===== config.mk =====
export PLATFORM = sky130hd
export DESIGN_NAME = ref_pick_top
export DESIGN_NICKNAME = d
export VERILOG_FILES = /design/src/rtl/ref_pick_pkg.sv /design/src/rtl/ref_elig.sv /design/src/rtl/ref_prio_search.sv /design/src/rtl/ref_pick_ctrl.sv /design/src/rtl/ref_pick_top.sv
export SDC_FILE = /design/constraint.sdc
export NUM_CORES = 1
export LEC_CHECK = 0
export BUFFER_PORTS_ARGS = -buffer_cell sky130_fd_sc_hd__buf_2
export CORE_MARGIN = 2
export CORE_UTILIZATION = 34
export DETAILED_ROUTE_END_ITERATION = 7
export PLACE_DENSITY = 0.63
export SETUP_SLACK_MARGIN = 0.4
export SYNTH_ARGS = -nofsm -noshare
export SYNTH_HDL_FRONTEND = slang
export SYNTH_HIERARCHICAL = 1
export SYNTH_SLANG_ARGS = --single-unit

===== constraint.sdc =====
create_clock -name clk_i -period 2 [get_ports clk_i]
set_input_delay 0.1 -clock clk_i [delete_from_list [all_inputs] [get_ports clk_i]]
set_output_delay 0.1 -clock clk_i [all_outputs]
set_load 0.02 [all_outputs]

===== src/rtl/ref_pick_pkg.sv =====
package ref_pick_pkg;
  localparam int unsigned NUM_REFS_DEF = 12;
  localparam int unsigned PRIO_W_DEF   = 4;

  typedef enum logic [1:0] {
    SEL_HOLD   = 2'd0,
    SEL_MANUAL = 2'd1,
    SEL_KEEP   = 2'd2,
    SEL_BEST   = 2'd3
  } sel_kind_e;
endpackage


===== src/rtl/ref_elig.sv =====
module ref_elig #(
  parameter int unsigned NUM_REFS = 12,
  parameter int unsigned PRIO_W   = 4,
  localparam int unsigned IDX_W   = $clog2(NUM_REFS)
) (
  input  logic [NUM_REFS-1:0]        qual_i,
  input  logic [NUM_REFS*PRIO_W-1:0] prio_i,
  input  logic [IDX_W-1:0]           cur_idx_i,
  input  logic                       cur_valid_i,
  output logic [NUM_REFS-1:0]        elig_o,
  output logic                       cur_ok_o
);
  localparam logic [IDX_W:0] NUM_L = (IDX_W+1)'(NUM_REFS);

  for (genvar g = 0; g < NUM_REFS; g++) begin : g_elig
    assign elig_o[g] = qual_i[g] && (prio_i[g*PRIO_W +: PRIO_W] != '0);
  end

  logic cur_in_range;
  assign cur_in_range = {1'b0, cur_idx_i} < NUM_L;
  assign cur_ok_o     = cur_valid_i && cur_in_range && elig_o[cur_idx_i];
endmodule


===== src/rtl/ref_prio_search.sv =====
module ref_prio_search #(
  parameter int unsigned NUM_REFS = 12,
  parameter int unsigned PRIO_W   = 4,
  localparam int unsigned IDX_W   = $clog2(NUM_REFS)
) (
  input  logic [NUM_REFS-1:0]        elig_i,
  input  logic [NUM_REFS*PRIO_W-1:0] prio_i,
  output logic                       any_o,
  output logic [IDX_W-1:0]           best_idx_o
);
  logic [NUM_REFS:0] fnd;
  logic [IDX_W-1:0]  idx_c [NUM_REFS+1];
  logic [PRIO_W-1:0] pr_c  [NUM_REFS+1];

  assign fnd[0]   = 1'b0;
  assign idx_c[0] = '0;
  assign pr_c[0]  = '1;

  // strict compare: an earlier index keeps a tie
  for (genvar g = 0; g < NUM_REFS; g++) begin : g_stage
    logic [PRIO_W-1:0] p;
    logic              take;
    assign p          = prio_i[g*PRIO_W +: PRIO_W];
    assign take       = elig_i[g] && (!fnd[g] || (p < pr_c[g]));
    assign fnd[g+1]   = fnd[g] | elig_i[g];
    assign idx_c[g+1] = take ? IDX_W'(g) : idx_c[g];
    assign pr_c[g+1]  = take ? p : pr_c[g];
  end

  assign any_o      = fnd[NUM_REFS];
  assign best_idx_o = idx_c[NUM_REFS];
endmodule


===== src/rtl/ref_pick_ctrl.sv =====
module ref_pick_ctrl
  import ref_pick_pkg::*;
#(
  parameter int unsigned NUM_REFS = 12,
  localparam int unsigned IDX_W   = $clog2(NUM_REFS)
) (
  input  logic             clk_i,
  input  logic             rst_ni,
  input  logic             auto_mode_i,
  input  logic             revert_i,
  input  logic [IDX_W-1:0] manual_idx_i,
  input  logic             any_i,
  input  logic [IDX_W-1:0] best_idx_i,
  input  logic             cur_ok_i,
  output logic [IDX_W-1:0] idx_o,
  output logic             valid_o,
  output logic             switch_o
);
  localparam logic [IDX_W:0] NUM_L = (IDX_W+1)'(NUM_REFS);

  logic [IDX_W-1:0] idx_q, idx_d;
  logic             valid_q, valid_d, switch_q;
  sel_kind_e        kind;

  always_comb begin
    if (!auto_mode_i) begin
      kind = ({1'b0, manual_idx_i} < NUM_L) ? SEL_MANUAL : SEL_HOLD;
    end else if (!revert_i && cur_ok_i) begin
      kind = SEL_KEEP;
    end else if (any_i) begin
      kind = SEL_BEST;
    end else begin
      kind = SEL_HOLD;
    end
  end

  always_comb begin
    idx_d   = idx_q;
    valid_d = 1'b0;
    unique case (kind)
      SEL_MANUAL: begin idx_d = manual_idx_i; valid_d = 1'b1; end
      SEL_KEEP:   begin idx_d = idx_q;        valid_d = 1'b1; end
      SEL_BEST:   begin idx_d = best_idx_i;   valid_d = 1'b1; end
      default:    begin idx_d = idx_q;        valid_d = 1'b0; end
    endcase
  end

  always_ff @(posedge clk_i or negedge rst_ni) begin
    if (!rst_ni) begin
      idx_q    <= '0;
      valid_q  <= 1'b0;
      switch_q <= 1'b0;
    end else begin
      idx_q    <= idx_d;
      valid_q  <= valid_d;
      switch_q <= (idx_d != idx_q);
    end
  end

  assign idx_o    = idx_q;
  assign valid_o  = valid_q;
  assign switch_o = switch_q;
endmodule


===== src/rtl/ref_pick_top.sv =====
module ref_pick_top #(
  parameter int unsigned NUM_REFS = ref_pick_pkg::NUM_REFS_DEF,
  parameter int unsigned PRIO_W   = ref_pick_pkg::PRIO_W_DEF,
  localparam int unsigned IDX_W   = $clog2(NUM_REFS)
) (
  input  logic                       clk_i,
  input  logic                       rst_ni,
  input  logic [NUM_REFS-1:0]        qual_i,
  input  logic [NUM_REFS*PRIO_W-1:0] prio_i,
  input  logic                       auto_mode_i,
  input  logic                       revert_i,
  input  logic [IDX_W-1:0]           manual_idx_i,
  output logic [IDX_W-1:0]           active_idx_o,
  output logic                       active_valid_o,
  output logic                       switch_o
);
  logic [NUM_REFS-1:0] elig;
  logic                cur_ok, any;
  logic [IDX_W-1:0]    best_idx;

  ref_elig #(.NUM_REFS(NUM_REFS), .PRIO_W(PRIO_W)) u_elig (
    .qual_i      (qual_i),
    .prio_i      (prio_i),
    .cur_idx_i   (active_idx_o),
    .cur_valid_i (active_valid_o),
    .elig_o      (elig),
    .cur_ok_o    (cur_ok)
  );

  ref_prio_search #(.NUM_REFS(NUM_REFS), .PRIO_W(PRIO_W)) u_search (
    .elig_i     (elig),
    .prio_i     (prio_i),
    .any_o      (any),
    .best_idx_o (best_idx)
  );

  ref_pick_ctrl #(.NUM_REFS(NUM_REFS)) u_ctrl (
    .clk_i        (clk_i),
    .rst_ni       (rst_ni),
    .auto_mode_i  (auto_mode_i),
    .revert_i     (revert_i),
    .manual_idx_i (manual_idx_i),
    .any_i        (any),
    .best_idx_i   (best_idx),
    .cur_ok_i     (cur_ok),
    .idx_o        (active_idx_o),
    .valid_o      (active_valid_o),
    .switch_o     (switch_o)
  );
endmodule


==> flow_metrics.env <==
export IMPL_grt_pass1_vias=4868
export IMPL_setup_ws_ps=-12190
export IMPL_grt_pass1_wl_microns=21500
export IMPL_cp_required_ps=2150
export IMPL_status="finished, violations left"
export IMPL_numPortBuffers=73
export IMPL_clkPwrFrac=0.033
export IMPL_cts_num_sinks=6
export IMPL_synth_area_leaders="nand2_1 6.5%, ha_1 6.1%, dfrtp_1 4.9%"
export IMPL_area_delta_synth_final_pct=100
export IMPL_antenna_left=0
export IMPL_netlist_top_cells_count="53 x nand2_1, 38 x inv_1, 28 x nor2_1"
export IMPL_synth_warnings=6
export IMPL_final_setup_viol_count=6
export IMPL_hold_violations=0
export IMPL_die_height_microns=99.1
export IMPL_via_per_inst=5.60
export IMPL_cap_violations=0
export IMPL_p_int_uw=2980
export IMPL_overflow=0
export IMPL_max_freq_mhz=70.5
export IMPL_dp_slack_ps=-12320
export IMPL_netSwitchingFraction=0.433
export IMPL_rr_startpoint="u_ctrl/idx_o[1]"
export IMPL_drt_first_pass_iters=7
export IMPL_yosysTopAreaCellShare=0.0647
export IMPL_violations="setup timing"
export IMPL_path_max_fanout=4
export IMPL_min_from="manual_idx_i[0]"
export IMPL_cts_root_buf="clkbuf_8"
export IMPL_grt_use_total=0.261
export IMPL_slew_viol_final=0
export IMPL_dpl_cell_count=789
export IMPL_ys_ff_latch=6
export IMPL_skew_ps=0.631
export IMPL_dieArea_sq_um=9820
export IMPL_drtIter0Drc=265
export IMPL_gp_congestion=0.941
export IMPL_start_util=0.351
export IMPL_postLayoutCellArea_sq_um=6160
export IMPL_crit_type="input port to flip-flop"
export IMPL_period_minus_slack_ps=14190
export IMPL_wl_per_cell_microns=16.1
export IMPL_synth_edf_count=0
export IMPL_numCtsBuffers=3
export IMPL_slowest_stage="or4b_1"
export IMPL_syn_avg_cell_area_sq_um=7.25
export IMPL_clk_pin_slew_ps=30
export IMPL_placed_cell_area_sq_um=5200
export IMPL_p_seq_frac=0.045
export IMPL_syn_area_sq_um=3080
export IMPL_ys_seq_area_frac=0.0488
export IMPL_fin_nets=843
export IMPL_crit_start="prio_i[2]"
export IMPL_period_share=7.09
export IMPL_n_antenna_cell=0
export IMPL_worstSetupEndpointType="flip-flop"
export IMPL_yosys_area_top_type="nand2_1"
export IMPL_grt_max_degree=11
export IMPL_antenna_found_initial=0
export IMPL_comb_power_share=0.923
export IMPL_start_kind="input port"
export IMPL_fin_cells=866
export IMPL_num_rows=34
export IMPL_syn_inst=424
export IMPL_synthArstFlopShare=1.00
export IMPL_cts_max_level=1
export IMPL_powerDensity_nw_per_um2=854
export IMPL_max_slew_margin=0.476
export IMPL_synth_ff_type="dfrtp_1"
export IMPL_drive_gt1_frac=0.609
export IMPL_critical_path_max_stage_delay_ps=500
export IMPL_drt_total_wl_microns=13900
export IMPL_syn_nets=507
export IMPL_core_region_area_sq_um=8760
export IMPL_via_count=4847
export IMPL_dp_hpwl_microns=9610
export IMPL_leakagePower_uw=0.00297
export IMPL_worst_pin_slew_ps=766
export IMPL_arrival_ps=14340
export IMPL_cts_buffer_depth=2
export IMPL_whs_ps=177
export IMPL_clkLatencyLatePin_ps=220
export IMPL_peakVddDrop_mv=0.333
export IMPL_synth_cell_types=92
export IMPL_die_x_microns=99.1
export IMPL_cts_tree="done"
export IMPL_grt_setup_unrepaired="true"
export IMPL_synth_most_common_cell="nand2_1"
export IMPL_drc=0
export IMPL_cpMostUsedCell="buf_4"
export IMPL_switchingPower_uw=2280
export IMPL_worst_hold_path_type="input port to flip-flop"
export IMPL_io_pins=74
registers in the layout (all words and copies together), names as in the netlist:
name,cells
u_ctrl/idx_o,4
u_ctrl/switch_o,1
u_ctrl/valid_o,1
cell families (layout without fill, tap and decap cells):
group,Yosys count,in the layout,share of synthesized area
AO/OA/AOI/OAI,156,156,0.424
adder cells (fa/ha/maj),22,22,0.0838
buffers and inverters,43,377,0.0541
AND/OR/NAND/NOR,161,161,0.268
multiplexers,24,24,0.0871
XOR/XNOR,12,12,0.0342
flip-flops,6,6,0.0488
routing by layer:
layer / vias up / GRT usage / routed length (microns)
li1: 2311 / - / -
met2: 206 / 0.513 / 7430
met5: - / 0 / 0
met1: 2272 / 0.288 / 5370
met3: 58 / 0.0176 / 653
met4: 0 / 0.0991 / 488
power by group through the flow:
stage	logic (uW)	registers (uW)	clock network [uW]
finish	4850	235	172
global route	5190	242	183
CTS	4290	232	179
detailed placement	3640	235	0
global placement	3550	231	0
floorplan	2050	309	0
cell usage in the layout (no fill, tap or decap), drive strengths merged, types with 9 or more instances in the layout:
cell type    n
o21ai       26
o41a         9
nand2       56
mux2         9
nor3        10
nor2        29
buf        335
xnor2        9
mux2i       14
nor2b       10
inv         38
or3          9
ha          15
a21oi       26
through the flow:
| step | setup TNS, ps | utilization | power, uW |
|---|---|---|---|
| 2_1_floorplan | -61120 | - | 2350 |
| 3_3_place_gp | -60510 | 0.594 | 3780 |
| 3_5_place_dp | -62660 | 0.594 | 3880 |
| 4_1_cts | -59530 | 0.669 | 4700 |
| 5_1_grt | -64810 | 0.703 | 5610 |
| 6_report | -61950 | 0.703 | 5260 |
critical path, delay by kind of cell:
family,cells,cell delay [ps]
mux,7,1960
fa+ha+maj,10,2260
compound gates,28,4990
simple gates,22,2590
buf+inv,23,2420
layout make-up:
cell class	count	area, sq um
well taps	108	135
repair buffers	336	2420
clock buffers	3	41.3
flip-flops and latches	6	150
multi-input cells	375	3260
fillers	630	2610
inverters	38	148
repair_timing:
item,4_1_cts,5_1_grt
endpoints found under the hold margin,6,0
pin swaps,58,33
cloned,0,0
buffers inserted,59,14
hold buffers,1,0
resized for setup,36,44
setup endpoints to repair,6,6
worst paths after layout:
path                            depth (start not counted)  slack [ps]               to
worst max-delay path                                   90      -12190  u_ctrl/switch_o
worst min-delay path                                    2         180  u_ctrl/idx_o[0]
worst max register to register                          9        -630  u_ctrl/switch_o
worst min register to register                          3         650  u_ctrl/idx_o[2]
max in group asynchronous                               2        1630  u_ctrl/idx_o[3]
min in group asynchronous                               2         230  u_ctrl/idx_o[1]
No activity file was read; power rests on OpenSTA's default activity.
